$ cat src/rtl/synth_prog_pkg.sv
package synth_prog_pkg;

    localparam int NIB_W    = 4;
    localparam int WORD_CNT = 8;
    localparam int SEL_W    = $clog2(WORD_CNT);
    localparam int R_W      = 11;
    localparam int M_W      = 10;
    localparam int A_W      = 7;

    // word slots, index equals select code
    localparam int W_M_LO  = 0;
    localparam int W_M_MID = 1;
    localparam int W_M_HI  = 2;
    localparam int W_A_LO  = 3;
    localparam int W_A_HI  = 4;
    localparam int W_R_LO  = 5;
    localparam int W_R_MID = 6;
    localparam int W_R_HI  = 7;

    typedef logic [NIB_W-1:0]       nib_t;
    typedef nib_t [WORD_CNT-1:0]    image_t;

    typedef struct packed {
        logic [R_W-1:0] r;
        logic [M_W-1:0] m;
        logic [A_W-1:0] a;
    } div_set_t;

    localparam div_set_t DIV_RESET = '{r: 11'd3, m: 10'd8, a: 7'd0};

    function automatic image_t to_words(input div_set_t d);
        image_t img;
        img               = '0;
        img[W_M_LO][3:2]  = d.m[1:0];
        img[W_M_MID]      = d.m[5:2];
        img[W_M_HI]       = d.m[9:6];
        img[W_A_LO]       = d.a[3:0];
        img[W_A_HI][2:0]  = d.a[6:4];
        img[W_R_LO]       = d.r[3:0];
        img[W_R_MID]      = d.r[7:4];
        img[W_R_HI][2:0]  = d.r[10:8];
        return img;
    endfunction

endpackage

$ cat src/rtl/prog_strobe_sync.sv
module prog_strobe_sync #(
    parameter int STAGES = 2
) (
    input  logic clk,
    input  logic rst_n,
    input  logic strb_i,
    output logic level_o,
    output logic fall_o
);
    typedef struct packed {
        logic [STAGES-1:0] sh;
        logic              last;
    } sync_st_t;

    sync_st_t st_d, st_q;

    always_comb begin
        st_d      = st_q;
        st_d.sh   = {st_q.sh[STAGES-2:0], strb_i};
        st_d.last = st_q.sh[STAGES-1];
    end

    always_ff @(posedge clk or negedge rst_n) begin
        if (!rst_n) st_q <= '0;
        else        st_q <= st_d;
    end

    assign level_o = st_q.sh[STAGES-1];
    assign fall_o  = st_q.last & ~st_q.sh[STAGES-1];
endmodule

$ cat src/rtl/prog_stage_bank.sv
module prog_stage_bank
    import synth_prog_pkg::*;
(
    input  logic             clk,
    input  logic             rst_n,
    input  logic             wr_en_i,
    input  logic [SEL_W-1:0] sel_i,
    input  nib_t             nib_i,
    output image_t           img_o
);
    localparam image_t IMG_RESET = to_words(DIV_RESET);

    image_t img_d, img_q;

    for (genvar w = 0; w < WORD_CNT; w++) begin : g_word
        always_comb begin
            img_d[w] = img_q[w];
            if (wr_en_i && (sel_i == SEL_W'(w))) img_d[w] = nib_i;
        end
    end

    always_ff @(posedge clk or negedge rst_n) begin
        if (!rst_n) img_q <= IMG_RESET;
        else        img_q <= img_d;
    end

    assign img_o = img_q;
endmodule

$ cat src/rtl/prog_field_pack.sv
module prog_field_pack
    import synth_prog_pkg::*;
(
    input  image_t   img_i,
    output div_set_t set_o
);
    logic unused_bits;

    always_comb begin
        set_o.m = {img_i[W_M_HI], img_i[W_M_MID], img_i[W_M_LO][3:2]};
        set_o.a = {img_i[W_A_HI][2:0], img_i[W_A_LO]};
        set_o.r = {img_i[W_R_HI][2:0], img_i[W_R_MID], img_i[W_R_LO]};
    end

    assign unused_bits = ^{img_i[W_M_LO][1:0], img_i[W_A_HI][3], img_i[W_R_HI][3]};
endmodule

$ cat src/rtl/synth_prog_port.sv
module synth_prog_port
    import synth_prog_pkg::*;
#(
    parameter int SYNC_STAGES = 2
) (
    input  logic             clk,
    input  logic             rst_n,
    input  logic             strobe_i,
    input  logic [SEL_W-1:0] sel_i,
    input  logic [NIB_W-1:0] nib_i,
    output logic [R_W-1:0]   ref_div_o,
    output logic [M_W-1:0]   main_div_o,
    output logic [A_W-1:0]   swal_div_o,
    output logic             load_o
);
    localparam logic [SEL_W-1:0] COMMIT_SEL = SEL_W'(W_M_LO);

    typedef struct packed {
        div_set_t cur;
        logic     load;
    } port_st_t;

    logic     strb_lvl, strb_fall, commit;
    image_t   stage_img;
    div_set_t staged_set;
    port_st_t st_d, st_q;

    prog_strobe_sync #(.STAGES(SYNC_STAGES)) u_sync (
        .clk     (clk),
        .rst_n   (rst_n),
        .strb_i  (strobe_i),
        .level_o (strb_lvl),
        .fall_o  (strb_fall)
    );

    prog_stage_bank u_bank (
        .clk     (clk),
        .rst_n   (rst_n),
        .wr_en_i (strb_lvl),
        .sel_i   (sel_i),
        .nib_i   (nib_i),
        .img_o   (stage_img)
    );

    prog_field_pack u_pack (
        .img_i (stage_img),
        .set_o (staged_set)
    );

    assign commit = strb_fall && (sel_i == COMMIT_SEL);

    always_comb begin
        st_d      = st_q;
        st_d.load = commit;
        if (commit) st_d.cur = staged_set;
    end

    always_ff @(posedge clk or negedge rst_n) begin
        if (!rst_n) st_q <= '{cur: DIV_RESET, load: 1'b0};
        else        st_q <= st_d;
    end

    assign ref_div_o  = st_q.cur.r;
    assign main_div_o = st_q.cur.m;
    assign swal_div_o = st_q.cur.a;
    assign load_o     = st_q.load;
endmodule

$ cat config.mk
export PLATFORM = sky130hd
export DESIGN_NAME = synth_prog_port
export DESIGN_NICKNAME = d
export VERILOG_FILES = /design/src/rtl/synth_prog_pkg.sv /design/src/rtl/prog_strobe_sync.sv /design/src/rtl/prog_stage_bank.sv /design/src/rtl/prog_field_pack.sv /design/src/rtl/synth_prog_port.sv
export SDC_FILE = /design/constraint.sdc
export NUM_CORES = 1
export LEC_CHECK = 0
export ABC_AREA = 1
export CAP_MARGIN = 20
export CORE_MARGIN = 1.5
export CORE_UTILIZATION = 56
export CTS_CLUSTER_DIAMETER = 200
export DETAILED_ROUTE_END_ITERATION = 16
export PLACE_DENSITY = 0.9
export SLEW_MARGIN = 0
export SYNTH_ARGS = -nofsm -noshare
export SYNTH_HDL_FRONTEND = slang
export SYNTH_SLANG_ARGS = --single-unit
$ cat constraint.sdc
create_clock -name clk -period 3.1 [get_ports clk]
set_input_delay 0.62 -clock clk [delete_from_list [all_inputs] [get_ports clk]]
set_output_delay 0.62 -clock clk [all_outputs]
set_load 0.1 [all_outputs]
==> impl_summary.log, run 1 <==
[metrics] result of the run: completed
[metrics] Placement Setup Slack: 0.921 ns
[metrics] number of top-level pins: 39
[metrics] horizontal extent of the die: 68.5 um
[metrics] Post-synth EDFFs: 0
[metrics] Worst Hold Path EP: u_sync.level_o
[metrics] Seq/Total Area, Yosys: 0.628
[metrics] total negative slack for setup checks: 0 ns
[metrics] initial antenna violation count: 0
[metrics] dpl hpwl: 3150 um
[metrics] critical path startpoint: sel_i[0]
[metrics] final total power: 2.64 mW
[metrics] final-layout fill cell count: 309
[metrics] Final setup violation count: 0
[metrics] DP Area: 2720 sq um
[metrics] time the final worst path needs with I/O delays and setup: 1.82 ns
[metrics] most common cell in the netlist: sky130_fd_sc_hd__nand2_1
[metrics] Critical R2R Launch: u_sync.level_o
[metrics] count of different cell masters after synthesis: 17
[metrics] worst path required time: 3.31 ns
[metrics] path class of the lowest-slack min-delay path: reg2reg
[metrics] clk slew on worst S/H paths: 0.06 ns
[metrics] Initial Util: 0.592
[metrics] Worst Path Arrival: 2.03 ns
[metrics] cell area after synthesis: 2400 sq um
[metrics] instance count along the most critical hold path: 0
[metrics] critical register-to-register path endpoint: main_div_o[7]
[metrics] Die Outline Area: 4690 sq um
[metrics] maximum fanout encountered on the critical timing path: 29
[metrics] top post-synthesis cells by count: sky130_fd_sc_hd__nand2_1, sky130_fd_sc_hd__dfrtp_1, sky130_fd_sc_hd__nand4_1
[metrics] die extent in y: 68.5 um
[metrics] worst vdd rail ir drop: 483 uV
[metrics] clock tree buffer depth: 2
[metrics] setup slack after layout: 1.28 ns
[metrics] total via count in the routed design: 1,850
[metrics] global-route wire length before repair: 7580 um
[metrics] drt total wl: 4870 um
[metrics] most common flop cell mapped by yosys: sky130_fd_sc_hd__dfrtp_1
[metrics] worst setup path class: in2reg
[metrics] number of global-route vias before repair: 1,616
[metrics] number of levels in the clock H-tree: 3
[metrics] R2R setup slack: 1.63 ns
[metrics] R2R cell count: 4
[metrics] DRC: 0
[metrics] post-route fraction of the period consumed by the critical path: 0.587
[metrics] area grow syn2layout: 20.8%
[metrics] Final #Nets: 307
[metrics] power density relative to cell area: 909 nW/um^2
[metrics] number of nets with antenna violations after routing: 0
[metrics] fin area: 2900 sq um
[metrics] leading area contributor after synthesis: sky130_fd_sc_hd__dfrtp_1
[metrics] CP Capture Type: flip-flop
[metrics] largest net degree at the start of global routing: 61
[metrics] worst-path cell with the longest stage delay: sky130_fd_sc_hd__clkdlybuf4s50_1
[metrics] number of DRC markers in iteration 0: 173
[metrics] placeable core region: 4060 sq um
[metrics] worst-margin pin slew: 0.722 ns
[metrics] clock sink count: 60
[metrics] Syn Inst Count: 256
[metrics] total global routing track utilization: 0.230
[metrics] weighted congestion at the end of routability-driven global placement: 0.882
[metrics] count of yosys warnings during synthesis: 0
[metrics] count of non-filler cells in the finished layout: 352
[metrics] buffer type at the clock tree root: sky130_fd_sc_hd__clkbuf_8
[metrics] number of instances in the placed design: 336
[metrics] Async SR Flop Fraction: 1.00
[metrics] most common cell type on the critical path: sky130_fd_sc_hd__nand2_1
[metrics] number of input and output port buffers inserted: 38
[metrics] cells taking the most area after synthesis: sky130_fd_sc_hd__dfrtp_1, sky130_fd_sc_hd__nand2_1, sky130_fd_sc_hd__nand4_1
[metrics] Setup Fix Bufs, Post-CTS: 0
[metrics] WHS: 0.350 ns
[metrics] Routed WL per cell: 13.8 um
[metrics] number of cells upsized or downsized after cts: 0
[metrics] number of buffers created by CTS: 9
[metrics] Pre-Repair DR Iteration Count: 5
[metrics] max-cap violation count: 0
[metrics] type of element launching the critical path: primary input
[metrics] unrepaired setup endpoints after global routing: false
[metrics] clk_skew: 0.00588 ns
[metrics] leakage power figure: 1.54 nW
[metrics] final design utilization: 0.715
[metrics] antenna cells: 0
[metrics] Synth Area per Inst: 9.38 sq um
[metrics] total congestion overflow: 0
[metrics] number of hold violations in the final report: 0
[metrics] insertion delay to the later sink of the worst-skew pair: 0.33 ns
[metrics] Slew Limit Headroom: 0.519
[metrics] Net Count, Synth: 266
[metrics] number of hold buffers added after CTS: 0
[metrics] number of placement rows: 23
[metrics] final count of pins violating max slew: 0
[metrics] share of post-route cells with drive strength above 1: 0.212
[metrics] launch instance of the worst min-delay path: u_sync.st_d[2]
[metrics] Max Freq: 550 MHz
[metrics] area share of the largest cell type after synthesis: 0.563
[metrics] clock tree from TritonCTS: done
[metrics] cell chain of the critical path: clkdlybuf4s50_1 > nor2_2 > nand3_2 > nand2_1 > nand2_1
[metrics] post-synthesis sequential element count: 60
[metrics] biggest cell delay along the critical path: 0.50 ns
[metrics] routed vias/inst: 5.26
power breakdown:
part	internal (mW)	total [mW]	switching, mW
Combinational	0.184	0.970	0.787
Clock	0.355	0.631	0.275
Sequential	0.949	1.04	0.0880
area by class of cell:
type | count | area [sq um] | share of cell area
clock inverter | 1 | 5.00 | 0.00172
clock buffer | 15 | 176 | 0.0608
sequential | 60 | 1510 | 0.520
multi-input combinational | 173 | 778 | 0.268
tap | 50 | 62.6 | 0.0216
inverter | 12 | 45.0 | 0.0155
timing repair buffer | 41 | 325 | 0.112
cells in the final DEF (no fill, tap or decap), types with 2 or more instances in the layout:
master / count
sky130_fd_sc_hd__dfrtp_1: 54
sky130_fd_sc_hd__inv_1: 10
sky130_fd_sc_hd__clkbuf_8: 12
sky130_fd_sc_hd__nor2_1: 4
sky130_fd_sc_hd__nand4_1: 28
sky130_fd_sc_hd__nand2_1: 111
sky130_fd_sc_hd__o21ai_1: 13
sky130_fd_sc_hd__o21ai_0: 7
sky130_fd_sc_hd__clkbuf_1: 3
sky130_fd_sc_hd__dfstp_2: 6
sky130_fd_sc_hd__clkdlybuf4s50_1: 8
sky130_fd_sc_hd__inv_2: 2
sky130_fd_sc_hd__nor2_2: 4
sky130_fd_sc_hd__nand2_2: 4
sky130_fd_sc_hd__buf_4: 32
worst max-delay path, delay by kind of cell:
kind / cells / cell delay [ns]
buf+inv: 1 / 0.50
simple gates: 4 / 0.91
cells by family after synthesis:
family,share of synthesized area
DFF,0.628
buffers and inverters,0.0474
and+or+nand+nor,0.282
AOI/OAI and AO/OA,0.0417
worst max-delay path by stage:
stage / end / slack [ns] / cells past startpoint
after global placement: main_div_o[0] / 0.97 / 5
after CTS: main_div_o[7] / 1.26 / 5
after floorplan: main_div_o[0] / 1.58 / 0
final: main_div_o[7] / 1.28 / 5
after detailed placement: main_div_o[7] / 0.92 / 5
after global routing: ref_div_o[8] / 1.12 / 5
layer usage:
metal,wire [um],global-route usage,vias to the layer above
met5,0,0,-
met4,80,0.115,0
met3,269,0.0674,12
met2,2320,0.343,67
met1,2200,0.306,848
li1,-,-,923
flip-flops by register name (all words and copies together), names as in the netlist:
register,flops
u_bank.img_o,28
ref_div_o,11
main_div_o,10
swal_div_o,7
load_o,1
u_sync.level_o,1
u_sync.st_d,1
u_sync.st_q,1
Note: power is estimated with default switching activity, not from simulation.
==> run 2, diff against run 1 <==
--- a/config.mk
+++ b/config.mk
@@ -8,10 +8,10 @@
 export ABC_AREA = 1
 export CAP_MARGIN = 20
 export CORE_MARGIN = 1.5
-export CORE_UTILIZATION = 56
+export CORE_UTILIZATION = 52
 export CTS_CLUSTER_DIAMETER = 200
 export DETAILED_ROUTE_END_ITERATION = 16
-export PLACE_DENSITY = 0.9
+export PLACE_DENSITY = 0.85
 export SLEW_MARGIN = 0
 export SYNTH_ARGS = -nofsm -noshare
 export SYNTH_HDL_FRONTEND = slang
==> constraint.sdc (replaced) <==
create_clock -name clk -period 1.89 [get_ports clk]
set_input_delay 0.378 -clock clk [delete_from_list [all_inputs] [get_ports clk]]
set_output_delay 0.378 -clock clk [all_outputs]
set_load 0.1 [all_outputs]
==> run 2 against run 1 <==
Worst hold slack gained 0.00090 ns. Core utilization grew 3.3 points. Cell area rose by 13%. Sequential share of layout area shrank 6.0 points. Combinational power rose by 96%. Routed wire length grew 7.7%. Critical endpoint is now ref_div_o[0].
==> impl_summary.log, run 2 (same netlist as run 1, synthesis figures left out) <==
[metrics] share of post-route cells with drive strength above 1: 0.228 (+0.0161)
[metrics] Worst Path Arrival: 1.07 ns (-0.96 ns)
[metrics] number of top-level pins: 39 (unchanged)
[metrics] final count of pins violating max slew: 0 (unchanged)
[metrics] number of global-route vias before repair: 1,890 (+17%)
[metrics] Routed WL per cell: 14.6 um (+5.6%)
[metrics] number of input and output port buffers inserted: 38 (unchanged)
[metrics] clk_skew: 0.00547 ns (-0.000410 ns)
[metrics] Max Freq: 688 MHz
[metrics] number of hold violations in the final report: 0 (unchanged)
[metrics] cell chain of the critical path: buf_12
[metrics] unrepaired setup endpoints after global routing: false
[metrics] clock sink count: 60 (unchanged)
[metrics] final total power: 4.83 mW (+83%)
[metrics] number of placement rows: 24 (+4.3%)
[metrics] area of combinational cells with multiple inputs: 778 sq um (unchanged)
[metrics] drt total wl: 5250 um (+7.7%)
[metrics] worst vdd rail ir drop: 896 uV (+85%)
[metrics] maximum fanout encountered on the critical timing path: 2 (-93%)
[metrics] clk slew on worst S/H paths: 0.07 ns (about the same)
[metrics] FF/Latch Area: 1510 sq um (unchanged)
[metrics] global-route wire length before repair: 8690 um (+15%)
[metrics] buffer type at the clock tree root: sky130_fd_sc_hd__clkbuf_8
[metrics] DRC: 0 (unchanged)
[metrics] total negative slack for setup checks: 0 ns (unchanged)
[metrics] power density relative to cell area: 1470 nW/um^2 (+62%)
[metrics] fin area: 3280 sq um (+13%)
[metrics] insertion delay to the later sink of the worst-skew pair: 0.33 ns (about the same)
[metrics] post-route fraction of the period consumed by the critical path: 0.769
[metrics] worst path bufs/invs: 1 (unchanged)
[metrics] worst path required time: 1.51 ns (-1.80 ns)
[metrics] number of cells upsized or downsized after cts: 0 (unchanged)
[metrics] clock tree from TritonCTS: done
[metrics] total via count in the routed design: 1,918 (+3.7%)
[metrics] total global routing track utilization: 0.234 (+0.00379)
[metrics] type of element launching the critical path: flip-flop
[metrics] final-layout fill cell count: 299 (-3.2%)
[metrics] most common cell after layout, fill and taps aside: sky130_fd_sc_hd__nand2_1
[metrics] DP Area: 3070 sq um (+13%)
[metrics] weighted congestion at the end of routability-driven global placement: 0.870 (-1.3%)
[metrics] antenna cells: 0 (unchanged)
[metrics] Die Outline Area: 5030 sq um (+7.3%)
[metrics] Setup Fix Bufs, Post-CTS: 0 (unchanged)
[metrics] total congestion overflow: 0 (unchanged)
[metrics] leakage power figure: 1.66 nW (+7.7%)
[metrics] worst-margin pin slew: 0.587 ns (-0.134 ns)
[metrics] biggest cell delay along the critical path: 0.56 ns (+0.06 ns)
[metrics] placeable core region: 4380 sq um (+8.0%)
[metrics] number of levels in the clock H-tree: 3 (unchanged)
[metrics] Final setup violation count: 0 (unchanged)
[metrics] dpl hpwl: 3550 um (+13%)
[metrics] path class of the lowest-slack min-delay path: reg2reg
[metrics] Pre-Repair DR Iteration Count: 5 (unchanged)
[metrics] number of buffers created by CTS: 9 (unchanged)
[metrics] CP Capture Type: output pin
[metrics] area grow syn2layout: 36.5%
[metrics] horizontal extent of the die: 71.0 um (+3.6%)
[metrics] Largest register FFs: 28 (unchanged)
[metrics] max-cap violation count: 0 (unchanged)
[metrics] die extent in y: 71.0 um (+3.6%)
[metrics] initial antenna violation count: 0 (unchanged)
[metrics] worst-path cell with the longest stage delay: sky130_fd_sc_hd__dfstp_2
[metrics] clock tree buffer depth: 2 (unchanged)
[metrics] time the final worst path needs with I/O delays and setup: 1.45 ns
[metrics] Slew Limit Headroom: 0.608 (+0.0887)
[metrics] highest-count cells in the layout ignoring fill and taps: sky130_fd_sc_hd__nand2_1, sky130_fd_sc_hd__dfrtp_1, sky130_fd_sc_hd__nand4_1
[metrics] Initial Util: 0.548 (-0.0441)
[metrics] routed vias/inst: 5.34 (+1.7%)
[metrics] Final #Nets: 312 (+1.6%)
[metrics] number of nets with antenna violations after routing: 0 (unchanged)
[metrics] largest net degree at the start of global routing: 46 (-25%)
[metrics] kind of cell adding the most delay to the critical path: flip-flops
[metrics] result of the run: completed
[metrics] worst setup path class: reg2out
[metrics] number of DRC markers in iteration 0: 163 (-5.8%)
run 2: final timing paths:
| path | start | end | slack (ns) | depth (start not counted) |
|---|---|---|---|---|
| setup / recovery | ref_div_o[0] | ref_div_o[0] | 0.44 | 1 |
| hold / removal | u_sync.st_d[2] | u_sync.level_o | 0.35 | 0 |
| setup reg to reg | u_sync.level_o | main_div_o[6] | 0.51 | 3 |
| hold reg to reg | u_sync.st_d[2] | u_sync.level_o | 0.35 | 0 |
| max in group asynchronous | rst_n | main_div_o[3] | 0.78 | 3 |
| min in group asynchronous | rst_n | ref_div_o[7] | 0.49 | 2 |
run 2: final cells by class:
type                            count  area share
Multi-Input combinational cell    173       0.237
Clock buffer                       12      0.0473
Timing Repair Buffer               46       0.207
Sequential cell                    60       0.460
Clock inverter                      4      0.0145
Tap cell                           52      0.0198
Inverter                           12      0.0137
run 2: routing by layer:
layer	track usage	routed length, um	up-vias
met5	0	0	-
met4	0.153	148	0
met3	0.0484	274	13
met2	0.370	2620	69
met1	0.293	2200	911
li1	-	-	925
run 2: where the power goes:
part | switching, mW | leakage [nW] | internal [mW]
clock | 0.479 | 0.102 | 0.676
sequential | 0.211 | 0.755 | 1.56
combinational | 1.31 | 0.802 | 0.598
total | 1.99 | 1.66 | 2.83
run 2: per-stage QoR:
step                      setup slack [ns]  hold WS [ns]  instances  utilization
after floorplan                      0.614        0.0824        256            -
after global placement               0.257         0.313        342        0.699
after detailed placement             0.181         0.322        342        0.699
after CTS                            0.416         0.352        359        0.748
after global routing                 0.404         0.365        359        0.748
final                                0.437         0.351        359        0.748
run 2: what timing repair did:
action                                  4_1_cts  5_1_grt
endpoints found under the hold margin        15        0
hold buffers                                  1        0
endpoints found under the setup margin        0        0
==> run 3, diff against run 2 <==
==> constraint.sdc (replaced) <==
create_clock -name clk -period 1.4 [get_ports clk]
set_input_delay 0.28 -clock clk [delete_from_list [all_inputs] [get_ports clk]]
set_output_delay 0.28 -clock clk [all_outputs]
set_load 0.1 [all_outputs]
==> run 3 against run 2 <==
Power rose by 33%. Sequential cell count did not move. Cell area rose by 2.7%. Routed wire length rose by 1.4%. Largest cell class unchanged. First-iteration DRC count fell by 16%. Register-to-register slack got worse by 0.28 ns. Non-clock buffer count rose by 6. Clock skew rose by 0.0022 ns. Sequential power rose by 36%. Critical path type unchanged.
==> impl_summary.log, run 3 (same netlist as run 1, synthesis figures left out) <==
[metrics] result of the run: completed
[metrics] Max Freq: 735 MHz
[metrics] Final setup violation count: 0 (unchanged)
[metrics] clock tree from TritonCTS: done
[metrics] highest-count cells in the layout ignoring fill and taps: sky130_fd_sc_hd__nand2_1, sky130_fd_sc_hd__dfrtp_1, sky130_fd_sc_hd__buf_12
[metrics] area grow syn2layout: 40.2%
[metrics] Sequential Power Share: 0.376 (+0.010)
[metrics] routed vias/inst: 5.50 (+3.0%)
[metrics] number of nets with antenna violations after routing: 0 (unchanged)
[metrics] power density relative to cell area: 1910 nW/um^2 (+29%)
[metrics] placeable core region: 4380 sq um (unchanged)
[metrics] M2 GR Usage: 0.350 (-0.0197)
[metrics] number of global-route vias before repair: 1,951 (+3.2%)
[metrics] worst setup path class: reg2out
[metrics] worst-margin pin slew: 0.313 ns (-0.274 ns)
[metrics] horizontal extent of the die: 71.0 um (unchanged)
[metrics] Combinational Power Share: 0.415 (+0.021)
[metrics] antenna cells: 0 (unchanged)
[metrics] buffer type at the clock tree root: sky130_fd_sc_hd__clkbuf_8
[metrics] clock sink count: 60 (unchanged)
[metrics] switching fraction of total power: 0.415 (+0.00225)
[metrics] worst path required time: 1.12 ns (-0.39 ns)
[metrics] share of power burned in the clock network: 0.209 (-0.030)
[metrics] initial antenna violation count: 0 (unchanged)
[metrics] path class of the lowest-slack min-delay path: reg2reg
[metrics] time the final worst path needs with I/O delays and setup: 1.36 ns
[metrics] maximum fanout encountered on the critical timing path: 2 (unchanged)
[metrics] die extent in y: 71.0 um (unchanged)
[metrics] drt total wl: 5320 um (+1.4%)
[metrics] worst path bufs/invs: 1 (unchanged)
[metrics] final design utilization: 0.768 (+0.0200)
[metrics] leakage power figure: 1.69 nW (+2.0%)
[metrics] number of DRC markers in iteration 0: 137 (-16%)
[metrics] number of hold buffers added after CTS: 1 (unchanged)
[metrics] total via count in the routed design: 2,008 (+4.7%)
[metrics] count of non-filler cells in the finished layout: 365 (+1.7%)
[metrics] post-route fraction of the period consumed by the critical path: 0.971
[metrics] number of placement rows: 24 (unchanged)
[metrics] Routed WL per cell: 14.6 um (-0.26%)
[metrics] clock tree buffer depth: 2 (unchanged)
[metrics] number of cells upsized or downsized after cts: 0 (unchanged)
[metrics] final count of pins violating max slew: 0 (unchanged)
[metrics] number of top-level pins: 39 (unchanged)
[metrics] total global routing track utilization: 0.236 (+0.00198)
[metrics] global-route wire length before repair: 8980 um (+3.3%)
[metrics] clk_skew: 0.00771 ns (+0.00223 ns)
[metrics] DRC: 0 (unchanged)
[metrics] Setup Fix Bufs, Post-CTS: 0 (unchanged)
[metrics] Slew Limit Headroom: 0.791 (+0.184)
[metrics] largest net degree at the start of global routing: 61 (+33%)
[metrics] most common cell after layout, fill and taps aside: sky130_fd_sc_hd__nand2_1
[metrics] CP Capture Type: output pin
[metrics] number of buffers created by CTS: 9 (unchanged)
[metrics] unrepaired setup endpoints after global routing: false
[metrics] Int Pwr: 3.75 mW (+32%)
[metrics] cell chain of the critical path: buf_12
[metrics] total congestion overflow: 0 (unchanged)
[metrics] clk slew on worst S/H paths: 0.06 ns (about the same)
[metrics] most crowded layer after global routing: met2
[metrics] insertion delay to the later sink of the worst-skew pair: 0.34 ns (about the same)
[metrics] NetSw: 2.66 mW (+34%)
[metrics] Pre-Repair DR Iteration Count: 4 (-1)
[metrics] WHS: 0.357 ns (+0.00581 ns)
[metrics] Worst Path Arrival: 1.08 ns (about the same)
[metrics] final total power: 6.41 mW (+33%)
[metrics] number of input and output port buffers inserted: 38 (unchanged)
[metrics] Die Outline Area: 5030 sq um (unchanged)
[metrics] number of instances in the placed design: 348 (+1.8%)
[metrics] number of hold violations in the final report: 0 (unchanged)
[metrics] Initial Util: 0.548 (unchanged)
[metrics] worst vdd rail ir drop: 1340 uV (+50%)
[metrics] biggest cell delay along the critical path: 0.56 ns (about the same)
[metrics] kind of cell adding the most delay to the critical path: flip-flops
[metrics] number of levels in the clock H-tree: 3 (unchanged)
[metrics] type of element launching the critical path: flip-flop
[metrics] dpl hpwl: 3560 um (+0.32%)
[metrics] worst-path cell with the longest stage delay: sky130_fd_sc_hd__dfstp_2
[metrics] GR Layer Usage met3: 0.0670 (+0.0185)
[metrics] Final #Nets: 318 (+1.9%)
[metrics] weighted congestion at the end of routability-driven global placement: 0.940 (+8.0%)
[metrics] share of post-route cells with drive strength above 1: 0.230 (+0.00202)
[metrics] max-cap violation count: 0 (unchanged)
[metrics] Largest register FFs: 28 (unchanged)
[metrics] global-route track usage on met1: 0.306 (+0.0132)
-- run 3: worst paths after layout --
path                                startpoint               end  cells after the start  slack, ns
worst max-delay path              ref_div_o[1]      ref_div_o[1]                      1       0.04
worst min-delay path            u_sync.st_d[2]    u_sync.level_o                      0       0.36
worst max register to register  u_sync.level_o  u_bank.img_o[24]                      5       0.23
worst min register to register  u_sync.st_d[2]    u_sync.level_o                      0       0.36
max in group asynchronous                rst_n  u_bank.img_o[21]                      3       0.61
min in group asynchronous                rst_n  u_bank.img_o[24]                      3       0.48
-- run 3: routing by layer --
| metal | vias up | wire [um] |
|---|---|---|
| met5 | - | 0 |
| met4 | 0 | 179 |
| met3 | 20 | 342 |
| met2 | 92 | 2580 |
| met1 | 959 | 2220 |
| li1 | 937 | - |
-- run 3: cell type report --
class | count | area, sq um
sequential | 60 | 1510
inverter | 12 | 45.0
timing repair buffer | 52 | 798
fill | 268 | 1020
clock buffer | 16 | 170
multi-input combinational | 173 | 778
tap | 52 | 65.1
-- run 3: stage by stage --
stage	TNS, ns	worst slack (ns)	area, sq um
6_report	0	0.0399	3370
3_5_place_dp	-5.58	-0.185	3190
3_3_place_gp	-4.16	-0.116	3190
2_1_floorplan	0	0.222	2400
5_1_grt	0	0.00973	3370
4_1_cts	0	0.0270	3370
-- run 3: power by group through the flow --
stage	registers (mW)	logic (mW)	clock network [mW]
after floorplan	3.65	0.331	0
after global placement	2.41	2.63	0
after detailed placement	2.43	2.66	0
after CTS	2.40	2.68	1.38
after global routing	2.44	2.77	1.48
final	2.41	2.66	1.34
